## src/rtl/sdram_mrs_pkg.sv

```systemverilog
package sdram_mrs_pkg;

  localparam int MODE_W = 12;

  typedef enum logic [1:0] {
    SZ_BYTE = 2'b00,
    SZ_WORD = 2'b01,
    SZ_LONG = 2'b10,
    SZ_RSVD = 2'b11
  } bus_size_e;

  typedef enum logic [1:0] {
    ST_IDLE  = 2'b00,
    ST_ISSUE = 2'b01,
    ST_WAIT  = 2'b10,
    ST_ACK   = 2'b11
  } seq_state_e;

  typedef enum logic [1:0] {
    ACT_NONE = 2'b00,
    ACT_ACK  = 2'b01,
    ACT_ERR  = 2'b10,
    ACT_CMD  = 2'b11
  } req_action_e;

  // Specification view of a legal mode value, used by checks only.
  function automatic logic mode_value_ok(input logic [MODE_W-1:0] v);
    return (v[2:0] == 3'b000) && !v[3] &&
           ((v[6:4] == 3'd2) || (v[6:4] == 3'd3)) &&
           (v[8:7] == 2'b00) && (v[11:10] == 2'b00);
  endfunction

endpackage

```

## src/rtl/mrs_window_decode.sv

```systemverilog
module mrs_window_decode
  import sdram_mrs_pkg::*;
#(
  parameter int                     NUM_AREAS  = 2,
  parameter int                     BUS_ADDR_W = 32,
  parameter logic [BUS_ADDR_W-1:0]  WIN_BASE   = 32'hFFF8_4000,
  parameter int                     WIN_STRIDE = 32'h0000_1000
) (
  input  logic [BUS_ADDR_W-1:0] addr_i,
  output logic [NUM_AREAS-1:0]  hit_o,
  output logic [MODE_W-1:0]     offset_o
);

  localparam int TAG_W = BUS_ADDR_W - MODE_W;

  logic [TAG_W-1:0] addr_tag;

  assign addr_tag = addr_i[BUS_ADDR_W-1:MODE_W];
  assign offset_o = addr_i[MODE_W-1:0];

  for (genvar g = 0; g < NUM_AREAS; g++) begin : g_win
    localparam logic [BUS_ADDR_W-1:0] AREA_BASE =
      WIN_BASE + BUS_ADDR_W'(WIN_STRIDE * g);
    localparam logic [TAG_W-1:0] AREA_TAG = AREA_BASE[BUS_ADDR_W-1:MODE_W];
    assign hit_o[g] = (addr_tag == AREA_TAG);
  end

  // windows never overlap, so at most one area matches
  always_comb begin
    assert_window_unique_R2: assert ($onehot0(hit_o))
      else $error("two windows matched one address");
  end

endmodule

```

## src/rtl/mrs_mode_check.sv

```systemverilog
module mrs_mode_check
  import sdram_mrs_pkg::*;
(
  input  logic [MODE_W-1:0] value_i,
  output logic              legal_o
);

  logic [2:0] burst_len;
  logic       wrap_interleave;
  logic [2:0] cas_lat;
  logic [1:0] test_bits;
  logic       write_single;
  logic [1:0] rsvd_bits;
  logic       bl_ok;
  logic       cl_ok;
  logic       misc_ok;
  logic       mode_unused;

  assign burst_len       = value_i[2:0];
  assign wrap_interleave = value_i[3];
  assign cas_lat         = value_i[6:4];
  assign test_bits       = value_i[8:7];
  assign write_single    = value_i[9];
  assign rsvd_bits       = value_i[11:10];

  // Either write mode is accepted; the bit is passed through untouched.
  assign mode_unused = write_single;

  always_comb begin
    bl_ok   = (burst_len == 3'b000) && !wrap_interleave;
    cl_ok   = 1'b0;
    case (cas_lat)
      3'd2:    cl_ok = 1'b1;
      3'd3:    cl_ok = 1'b1;
      default: cl_ok = 1'b0;
    endcase
    misc_ok = (test_bits == 2'b00) && (rsvd_bits == 2'b00);
  end

  assign legal_o = bl_ok && cl_ok && misc_ok;

endmodule

```

## src/rtl/mrs_seq.sv

```systemverilog
module mrs_seq
  import sdram_mrs_pkg::*;
#(
  parameter int NUM_AREAS = 2,
  parameter int TMRD      = 2
) (
  input  logic                 clk,
  input  logic                 rst_n,
  input  logic                 req_i,
  input  logic                 write_i,
  input  logic [1:0]           size_i,
  input  logic [NUM_AREAS-1:0] hit_i,
  input  logic                 cfg_done_i,
  input  logic                 legal_i,
  output logic                 issue_o,
  output logic                 ready_o,
  output logic                 err_o
);

  localparam int CNT_W = (TMRD > 1) ? $clog2(TMRD) : 1;
  localparam logic [CNT_W-1:0] CNT_LOAD = CNT_W'(TMRD - 1);

  seq_state_e       state_q, state_n;
  logic [CNT_W-1:0] cnt_q, cnt_n;
  logic             cnt_en;
  logic             err_q, err_n;
  logic             err_en;
  req_action_e      action;

  // Classify the access presented in idle.
  always_comb begin
    action = ACT_NONE;
    if (req_i && write_i && (|hit_i)) begin
      if (bus_size_e'(size_i) != SZ_WORD) action = ACT_ACK;
      else if (!cfg_done_i || !legal_i)   action = ACT_ERR;
      else                                action = ACT_CMD;
    end
  end

  // Next-state process.
  always_comb begin
    state_n = state_q;
    cnt_n   = cnt_q;
    cnt_en  = 1'b0;
    err_n   = err_q;
    err_en  = 1'b0;
    issue_o = 1'b0;
    case (state_q)
      ST_IDLE: begin
        case (action)
          ACT_ACK: state_n = ST_ACK;
          ACT_ERR: begin
            state_n = ST_ACK;
            err_n   = 1'b1;
            err_en  = 1'b1;
          end
          ACT_CMD: begin
            state_n = ST_ISSUE;
            cnt_n   = CNT_LOAD;
            cnt_en  = 1'b1;
            issue_o = 1'b1;
          end
          default: state_n = ST_IDLE;
        endcase
      end
      ST_ISSUE, ST_WAIT: begin
        if (cnt_q == '0) begin
          state_n = ST_ACK;
        end else begin
          state_n = ST_WAIT;
          cnt_n   = cnt_q - 1'b1;
          cnt_en  = 1'b1;
        end
      end
      ST_ACK:  state_n = ST_IDLE;
      default: state_n = ST_IDLE;
    endcase
  end

  // Register process.
  always_ff @(posedge clk or negedge rst_n) begin
    if (!rst_n) begin
      state_q <= ST_IDLE;
      cnt_q   <= '0;
      err_q   <= 1'b0;
    end else begin
      state_q <= state_n;
      if (cnt_en) cnt_q <= cnt_n;
      if (err_en) err_q <= err_n;
    end
  end

  assign ready_o = (state_q == ST_ACK);
  assign err_o   = err_q;

  assert_ready_single_R5: assert property (@(posedge clk) disable iff (!rst_n)
    ready_o |=> !ready_o)
    else $error("ready held longer than one cycle");

  assert_err_sticky_R7: assert property (@(posedge clk) disable iff (!rst_n)
    err_o |=> err_o)
    else $error("error flag cleared without reset");

  assert_cnt_bound_R5: assert property (@(posedge clk) disable iff (!rst_n)
    cnt_q <= CNT_LOAD)
    else $error("delay counter out of range");

  assert_wait_to_ack_R5: assert property (@(posedge clk) disable iff (!rst_n)
    (state_q == ST_WAIT && cnt_q == '0) |=> ready_o)
    else $error("delay expired without ready");

endmodule

```

## src/rtl/mrs_cmd_drive.sv

```systemverilog
module mrs_cmd_drive
  import sdram_mrs_pkg::*;
#(
  parameter int NUM_AREAS  = 2,
  parameter int EXT_ADDR_W = 16
) (
  input  logic                  clk,
  input  logic                  rst_n,
  input  logic                  issue_i,
  input  logic [NUM_AREAS-1:0]  hit_i,
  input  logic [MODE_W-1:0]     value_i,
  output logic [NUM_AREAS-1:0]  cs_n_o,
  output logic [1:0]            ras_n_o,
  output logic [1:0]            cas_n_o,
  output logic                  we_n_o,
  output logic [EXT_ADDR_W-1:0] addr_o,
  output logic                  active_o
);

  localparam int UPPER_W = EXT_ADDR_W - MODE_W;

  logic                  cmd_q, cmd_n;
  logic [NUM_AREAS-1:0]  area_q, area_n;
  logic [EXT_ADDR_W-1:0] addr_q, addr_n;
  logic                  load_en;

  // Next-state process: load on issue, clear the cycle after.
  always_comb begin
    load_en = issue_i || cmd_q;
    cmd_n   = issue_i;
    area_n  = issue_i ? hit_i : '0;
    addr_n  = issue_i ? {{UPPER_W{1'b0}}, value_i} : '0;
  end

  always_ff @(posedge clk or negedge rst_n) begin
    if (!rst_n) begin
      cmd_q  <= 1'b0;
      area_q <= '0;
      addr_q <= '0;
    end else if (load_en) begin
      cmd_q  <= cmd_n;
      area_q <= area_n;
      addr_q <= addr_n;
    end
  end

  for (genvar g = 0; g < NUM_AREAS; g++) begin : g_cs
    assign cs_n_o[g] = !(cmd_q && area_q[g]);
  end

  assign ras_n_o  = {2{!cmd_q}};
  assign cas_n_o  = {2{!cmd_q}};
  assign we_n_o   = !cmd_q;
  assign addr_o   = addr_q;
  assign active_o = cmd_q;

  assert_cmd_single_R2: assert property (@(posedge clk) disable iff (!rst_n)
    cmd_q |=> !cmd_q)
    else $error("command held longer than one cycle");

  assert_cs_onehot_R2: assert property (@(posedge clk) disable iff (!rst_n)
    $onehot0(~cs_n_o))
    else $error("more than one chip select active");

  assert_cs_with_cmd_R2: assert property (@(posedge clk) disable iff (!rst_n)
    cmd_q |-> $countones(~cs_n_o) == 1)
    else $error("command without exactly one chip select");

  assert_upper_zero_R3: assert property (@(posedge clk) disable iff (!rst_n)
    cmd_q |-> addr_o[EXT_ADDR_W-1:MODE_W] == '0)
    else $error("upper address pins not zero during command");

  assert_idle_addr_R1: assert property (@(posedge clk) disable iff (!rst_n)
    !cmd_q |-> addr_o == '0)
    else $error("address pins driven while idle");

endmodule

```

## src/rtl/sdram_mrs_decoder.sv

```systemverilog
module sdram_mrs_decoder
  import sdram_mrs_pkg::*;
#(
  parameter int                    NUM_AREAS  = 2,
  parameter int                    BUS_ADDR_W = 32,
  parameter int                    BUS_DATA_W = 32,
  parameter int                    EXT_ADDR_W = 16,
  parameter logic [BUS_ADDR_W-1:0] WIN_BASE   = 32'hFFF8_4000,
  parameter int                    WIN_STRIDE = 32'h0000_1000,
  parameter int                    TMRD       = 2
) (
  input  logic                  clk,
  input  logic                  rst_n,
  input  logic                  cfg_done,
  input  logic                  bus_req,
  input  logic                  bus_write,
  input  logic [BUS_ADDR_W-1:0] bus_addr,
  input  logic [1:0]            bus_size,
  input  logic [BUS_DATA_W-1:0] bus_wdata,
  output logic                  bus_ready,
  output logic                  mode_err,
  output logic [NUM_AREAS-1:0]  sd_cs_n,
  output logic [1:0]            sd_ras_n,
  output logic [1:0]            sd_cas_n,
  output logic                  sd_we_n,
  output logic [EXT_ADDR_W-1:0] sd_addr
);

  logic [NUM_AREAS-1:0] hit;
  logic [MODE_W-1:0]    offset;
  logic                 legal;
  logic                 issue;
  logic                 cmd_active;
  logic                 data_unused;

  // Write data carries nothing for a mode write.
  assign data_unused = ^bus_wdata;

  mrs_window_decode #(
    .NUM_AREAS  (NUM_AREAS),
    .BUS_ADDR_W (BUS_ADDR_W),
    .WIN_BASE   (WIN_BASE),
    .WIN_STRIDE (WIN_STRIDE)
  ) u_decode (
    .addr_i   (bus_addr),
    .hit_o    (hit),
    .offset_o (offset)
  );

  mrs_mode_check u_check (
    .value_i (offset),
    .legal_o (legal)
  );

  mrs_seq #(
    .NUM_AREAS (NUM_AREAS),
    .TMRD      (TMRD)
  ) u_seq (
    .clk        (clk),
    .rst_n      (rst_n),
    .req_i      (bus_req),
    .write_i    (bus_write),
    .size_i     (bus_size),
    .hit_i      (hit),
    .cfg_done_i (cfg_done),
    .legal_i    (legal),
    .issue_o    (issue),
    .ready_o    (bus_ready),
    .err_o      (mode_err)
  );

  mrs_cmd_drive #(
    .NUM_AREAS  (NUM_AREAS),
    .EXT_ADDR_W (EXT_ADDR_W)
  ) u_drive (
    .clk      (clk),
    .rst_n    (rst_n),
    .issue_i  (issue),
    .hit_i    (hit),
    .value_i  (offset),
    .cs_n_o   (sd_cs_n),
    .ras_n_o  (sd_ras_n),
    .cas_n_o  (sd_cas_n),
    .we_n_o   (sd_we_n),
    .addr_o   (sd_addr),
    .active_o (cmd_active)
  );

  assert_cmd_needs_cfg_R7: assert property (@(posedge clk) disable iff (!rst_n)
    cmd_active |-> $past(cfg_done))
    else $error("command issued before configuration");

  assert_cmd_word_only_R6: assert property (@(posedge clk) disable iff (!rst_n)
    cmd_active |-> $past(bus_size) == SZ_WORD && $past(bus_write))
    else $error("command from a non-word or read access");

  assert_cmd_legal_value_R8: assert property (@(posedge clk) disable iff (!rst_n)
    cmd_active |-> mode_value_ok(sd_addr[MODE_W-1:0]))
    else $error("illegal mode value on the pins");

  assert_no_ready_idle_R9: assert property (@(posedge clk) disable iff (!rst_n)
    bus_ready |-> $past(bus_req))
    else $error("ready without a pending access");

endmodule

```

## config.mk

```make
export PLATFORM = sky130hd
export DESIGN_NAME = sdram_mrs_decoder
export DESIGN_NICKNAME = d
export VERILOG_FILES = /design/src/rtl/sdram_mrs_pkg.sv /design/src/rtl/mrs_window_decode.sv /design/src/rtl/mrs_mode_check.sv /design/src/rtl/mrs_seq.sv /design/src/rtl/mrs_cmd_drive.sv /design/src/rtl/sdram_mrs_decoder.sv
export SDC_FILE = /design/constraint.sdc
export NUM_CORES = 1
export LEC_CHECK = 0
export ABC_CLOCK_PERIOD_IN_PS = 3800
export BUFFER_PORTS_ARGS = -buffer_cell sky130_fd_sc_hd__buf_2
export CAP_MARGIN = 30
export CELL_PAD_IN_SITES_DETAIL_PLACEMENT = 1
export CELL_PAD_IN_SITES_GLOBAL_PLACEMENT = 2
export CORE_AREA = 2 2 75 77
export DETAILED_ROUTE_END_ITERATION = 8
export DIE_AREA = 0 0 77 79
export GPL_TIMING_DRIVEN = 0
export PLACE_DENSITY = 0.89
export SLEW_MARGIN = 20
export SYNTH_ARGS = -nofsm -noshare
export SYNTH_HDL_FRONTEND = slang
export SYNTH_HIERARCHICAL = 1
export SYNTH_SLANG_ARGS = --single-unit
```

## constraint.sdc

```tcl
create_clock -name clk -period 3.8 [get_ports clk]
set_clock_uncertainty 0.05 [all_clocks]
set_input_delay 0.38 -clock clk [delete_from_list [all_inputs] [get_ports clk]]
set_output_delay 0.38 -clock clk [all_outputs]
set_load 0.01 [all_outputs]
```

After elaboration in Yosys (flattened, before gate mapping)
Cells that the tools add are included.
- word-level logic and storage cells: 64
- register bits after elaboration: 23
- add/subtract/negate cells: 1
- equal/unequal tests: 12
- multiplexer cells: 18
- reductions and logical operators: 27
- operator list (kind ; number):
    $eq A20 B20 Y1 const B ; 2
    $mux W12 ; 1
    $mux W1 ; 10
    $eq A2 B2 Y1 const B ; 4
    $logic_and A1 B1 Y1 ; 8
    $reduce_or A2 Y1 ; 4
    $eq A3 B2 Y1 const B ; 2
    $logic_not A1 Y1 ; 6
    $logic_not A2 Y1 ; 3
    $mux W2 ; 3
    $pmux W2 S3 ; 1
    $reduce_and A3 Y1 ; 2
    $eq A2 B1 Y1 const B ; 2
    $pmux W1 S2 ; 2
    $pmux W2 S2 ; 1
    $logic_not A3 Y1 ; 1
    $logic_or A1 B1 Y1 ; 2
    $ne A2 B1 Y1 const B ; 1
    $ne A2 B2 Y1 const B ; 1
    $reduce_bool A2 Y1 ; 1
    $sub A1 B1 Y1 const B ; 1

Longest topological paths before layout
- depth after elaboration: 14
- depth in mapped cells: 11

By module
The synthesis kept the hierarchy.
- by module, submodules not included (module ; cells an instance ; instances ; area an instance (um^2)):
    mrs_cmd_drive ; 45 ; 1 ; 595.6
    mrs_seq ; 30 ; 1 ; 295.3
    mrs_window_decode ; 20 ; 1 ; 158.9
    mrs_mode_check ; 3 ; 1 ; 22.5

Least setup slack after synthesis
No wires, ideal clock.
- kind: input to register
- start point: input bus_addr[13]
- end point: register u_drive.addr_q[8] (netlist: u_drive/addr_o[8])
- arrival time: 2.436 ns
- cell stages on the path: 11
- data required time: 3.629 ns
- setup slack: 1.193 ns
- cell sequence: or4b_1 -> nor4_2 -> and4_1 -> o211ai_2 -> a21o_1 -> inv_1 -> ha_1 -> and2_4 -> nor2_2 -> buf_4 -> a22o_1
- cells in the longest elaborated chain, start to end: 8
- ends and longest elaborated chain (element ; line ; source):
    start: declaration ; sdram_mrs_decoder.sv:17 ; input logic [BUS_ADDR_W-1:0] bus_addr,
    $eq A20 B20 Y1 * ; mrs_window_decode.sv:25 ; assign hit_o[g] = (addr_tag == AREA_TAG);
    via hit[1] ; sdram_mrs_decoder.sv:29 ; logic [NUM_AREAS-1:0] hit;
    $reduce_or A2 Y1 * ; mrs_seq.sv:33 ; if (req_i && write_i && (|hit_i)) begin
    $logic_and A1 B1 Y1 * ; mrs_seq.sv:33 ;
    $mux W2 * ; mrs_seq.sv:33 ;
    $eq A2 B2 Y1 * ; mrs_seq.sv:50 ; case (action)
    $mux W1 * ; mrs_seq.sv:50 ;
    $mux W1 * ; mrs_seq.sv:48 ; case (state_q)
    via issue ; sdram_mrs_decoder.sv:32 ; logic issue;
    $mux W12 / $logic_or A1 B1 Y1 (equally long branches) ; mrs_cmd_drive.sv:32, mrs_cmd_drive.sv:29 ;
    end signal: assignment ; mrs_cmd_drive.sv:43 ; addr_q <= addr_n;
    end: declaration ; mrs_cmd_drive.sv:24 ; logic [EXT_ADDR_W-1:0] addr_q, addr_n;
Mark *: on every way through the listed nets, which the timed path passes. The rest lies on a longest branch.
A chain may end at the register's enable or synchronous reset.

Worst setup path in the final report
Ends and elaborated chain as after synthesis.

==> run_summary.xml <==
<?xml version="1.0" encoding="UTF-8"?>
<metrics>
  <group name="outcome">
    <metric name="run_status" unit="">completed</metric>
  </group>
  <group name="logic_synthesis">
    <metric name="yosys_register_bits" unit="">19</metric>
    <metric name="yosys.area.top_type" unit="">dfrtp_1</metric>
    <metric name="ys_warn_count" unit="">6</metric>
    <metric name="synth.top_cell.area_share" unit="%">44.3</metric>
    <metric name="asyncSetResetFlopFracSynth" unit="%">100</metric>
    <metric name="count_of_different_cell_masters_after_synthesis" unit="">27</metric>
    <metric name="dominantRegCellSynth" unit="">dfrtp_1</metric>
    <metric name="synth-edff-count" unit="">0</metric>
    <metric name="post-synth-top-count-cell" unit="">buf_4</metric>
    <metric name="synth_top_cells_by_count" unit="">buf_4, dfrtp_1, a22o_1</metric>
    <metric name="yosysSeqAreaShare" unit="%">44.3</metric>
    <metric name="post_synth_main_area_contributors" unit="">dfrtp_1, buf_4, a22o_1, ha_1, inv_1</metric>
    <metric name="synthesized_netlist_cell_count" unit="">98</metric>
    <metric name="synth_area_per_cell" unit="um2">10.9</metric>
    <metric name="post_synthesis_cell_area" unit="um2">1070</metric>
  </group>
  <group name="drt">
    <metric name="via_count" unit="">916</metric>
    <metric name="route.detailed.drc" unit="">0</metric>
    <metric name="avgViaCountPerCell" unit="">4.09</metric>
    <metric name="routed_wirelength" unit="um">2640</metric>
    <metric name="ant_nets" unit="">0</metric>
    <metric name="detail_route.wl_per_cell" unit="um">11.8</metric>
    <metric name="drt_first_iter_violations" unit="">29</metric>
    <metric name="detailedRoute.firstPassIterationCount" unit="">4</metric>
  </group>
  <group name="sta">
    <metric name="worst_hold_slack" unit="ns">0.00121</metric>
    <metric name="final.setup.tns" unit="ns">0</metric>
    <metric name="setup_ws" unit="ns">1.12</metric>
    <metric name="finalSetupViolations" unit="">0</metric>
    <metric name="hold_violations" unit="">0</metric>
    <metric name="rsz_0062_raised_after_global_routing" unit="">no</metric>
    <metric name="min_period_over_period" unit="%">70.5</metric>
    <metric name="timing.fmax" unit="MHz">373</metric>
    <metric name="slew_violations" unit="">0</metric>
    <metric name="period_minus_slack" unit="ns">2.68</metric>
  </group>
  <group name="global_routing">
    <metric name="grt_antenna_before_repair" unit="">0</metric>
    <metric name="globalRouteMet1Util" unit="%">10.4</metric>
    <metric name="met2_use_gr" unit="%">14.7</metric>
    <metric name="wire_length_of_the_first_global_routing_pass" unit="um">4090</metric>
    <metric name="busiest_layer" unit="">met2</metric>
    <metric name="vias_in_the_first_global_route" unit="">893</metric>
    <metric name="grt_usage" unit="%">8.64</metric>
    <metric name="met3_usage" unit="%">2.50</metric>
    <metric name="grt-ovfl-total" unit="">0</metric>
    <metric name="largest_net_degree_at_the_start_of_global_routing" unit="">20</metric>
  </group>
  <group name="cts">
    <metric name="cts_max_path_bufs" unit="">2</metric>
    <metric name="post-cts-setup-buffer-count" unit="">0</metric>
    <metric name="cts.root.buffer_cell" unit="">clkbuf_8</metric>
    <metric name="clkLatencyLatePin" unit="ns">0.26</metric>
    <metric name="post_cts_hold_buffer_count" unit="">0</metric>
    <metric name="cts_tree" unit="">built</metric>
    <metric name="clkSinkCount" unit="">19</metric>
    <metric name="cts_buffers" unit="">3</metric>
    <metric name="clk_transition_reported_paths" unit="ns">0.08</metric>
    <metric name="number_of_gates_given_a_new_drive_strength_after_cts" unit="">0</metric>
    <metric name="h-tree-depth" unit="">1</metric>
  </group>
  <group name="cells_and_area">
    <metric name="finish.utilization" unit="%">27.3</metric>
    <metric name="layout-drive-gt1-share" unit="%">53.3</metric>
    <metric name="seqCellArea" unit="um2">475</metric>
    <metric name="multi_input_comb_area" unit="um2">415</metric>
    <metric name="fillers" unit="">644</metric>
    <metric name="final_cells" unit="">224</metric>
    <metric name="design.final.nets" unit="">230</metric>
    <metric name="antenna_cells" unit="">0</metric>
    <metric name="areaGrowthSynthToFinish" unit="%">35.7</metric>
  </group>
  <group name="setup_path">
    <metric name="setup.reg_to_reg.worst_slack" unit="ns">2.24</metric>
    <metric name="worst_r2r_path_depth" unit="">6</metric>
    <metric name="crit_required" unit="ns">3.89</metric>
    <metric name="worst_setup_path_end_kind" unit="">flip-flop</metric>
    <metric name="crit_type" unit="">input pin to flip-flop</metric>
    <metric name="crit_path_max_fanout" unit="">10</metric>
    <metric name="r2r-start" unit="">u_seq/state_q[0]</metric>
    <metric name="critPathArrivalTime" unit="ns">2.77</metric>
    <metric name="terminus_of_the_critical_flop_to_flop_path" unit="">u_drive/addr_o[8]</metric>
    <metric name="critical_path.startpoint_type" unit="">input pin</metric>
  </group>
  <group name="floorplanning">
    <metric name="die_y" unit="um">79</metric>
    <metric name="ioPinCount" unit="">96</metric>
    <metric name="coreArea" unit="um2">5340</metric>
    <metric name="initial_utilization" unit="%">20.1</metric>
    <metric name="std_cell_rows" unit="">27</metric>
    <metric name="fp.dieW" unit="um">77</metric>
    <metric name="fp.dieArea" unit="um2">6080</metric>
  </group>
  <group name="placement">
    <metric name="routability_congestion_estimate" unit="">0.768</metric>
    <metric name="preCtsSetupSlack" unit="ns">0.821</metric>
    <metric name="port_buffers" unit="">47</metric>
    <metric name="dp_cells" unit="">220</metric>
    <metric name="dp_wirelength" unit="um">2220</metric>
  </group>
  <group name="power">
    <metric name="power.leakage" unit="uW">0.000788</metric>
    <metric name="power-per-cell-area" unit="nW/um2">261</metric>
    <metric name="irDropWorstVdd" unit="uV">87.6</metric>
  </group>
  <group name="job">
    <metric name="drv_cap" unit="">0</metric>
  </group>
  <group name="worst_hold_path">
    <metric name="hold_path_class" unit="">input pin to async pin</metric>
  </group>
</metrics>
==> cells in the final DEF, fill, tap and decap left out, types with 3 or more instances in the layout <==
| master | n |
|---|---|
| dfrtp_1 | 19 |
| clkbuf_8 | 3 |
| inv_1 | 6 |
| ha_1 | 6 |
| buf_4 | 21 |
| nand2_1 | 4 |
| buf_2 | 48 |
| conb_1 | 4 |
| a22o_1 | 14 |
==> state kept, by name, indices dropped and copies added (netlist names) <==
name and flops:
u_drive/active_o 1, u_drive/addr_o 12, u_drive/area_q 2, u_seq/cnt_q 1
u_seq/err_o 1, u_seq/state_q 2
==> stage by stage <==
step                      cell area, um2  power, uW
final                               1460        379
after global routing                1460        399
after CTS                           1460        383
after detailed placement            1410        243
after global placement              1410        242
after floorplan                     1080        224
==> final cells by class <==
| type | instances | share of cell area [%] |
|---|---|---|
| sequential | 19 | 32.7 |
| multi-input combinational | 52 | 28.5 |
| timing repair buffer | 47 | 16.2 |
| buffer | 23 | 11.4 |
| tap | 72 | 6.19 |
| clock buffer | 3 | 2.84 |
| inverter | 7 | 1.81 |
| clock inverter | 1 | 0.344 |
==> worst max-delay path: stages <==
cell      delay [ns]
buf_2           0.10
or4b_1          0.54
nor4_2          0.25
and4_1          0.28
o211ai_2        0.12
a21o_1          0.20
inv_1           0.06
ha_1            0.16
and2_4          0.20
nor2_2          0.08
buf_4           0.18
a22o_1          0.21
==> metal layers <==
metal  routed length [um]  vias to the layer above
li1                     -                      428
met1                 1130                      438
met2                 1260                       48
met3                  231                        2
met4                   13                        0
met5                    0                        -
==> how the worst max path moves through the flow <==
stage	start	to	slack (ns)	depth (start not counted)
final	bus_addr[13]	u_drive/addr_o[8]	1.12	12
after global placement	bus_addr[17]	u_drive/addr_o[8]	0.91	12
after detailed placement	bus_addr[17]	u_drive/addr_o[8]	0.82	12
after floorplan	bus_addr[13]	u_drive/addr_o[8]	1.19	11
after CTS	bus_addr[17]	u_drive/addr_o[8]	1.09	12
after global routing	bus_addr[13]	u_drive/addr_o[8]	0.95	12
==> cell families (layout without fill, tap and decap cells) <==
| kind of cell | after synthesis | count (layout) | share of synthesized area, % |
|---|---|---|---|
| AOI/OAI and AO/OA | 22 | 22 | 16.8 |
| adders and majority gates | 6 | 6 | 7.00 |
| buffers and inverters | 30 | 81 | 18.0 |
| DFF | 19 | 19 | 44.3 |
| other | 1 | 4 | 0.350 |
| and+or+nand+nor | 20 | 20 | 13.5 |
==> power breakdown <==
group          switching, uW  total, uW  internal (uW)
Combinational           14.6       36.4           21.8
Sequential          0.000131        202            202
Clock                   68.0        141           72.9
Power figures use the tool's default switching activity.
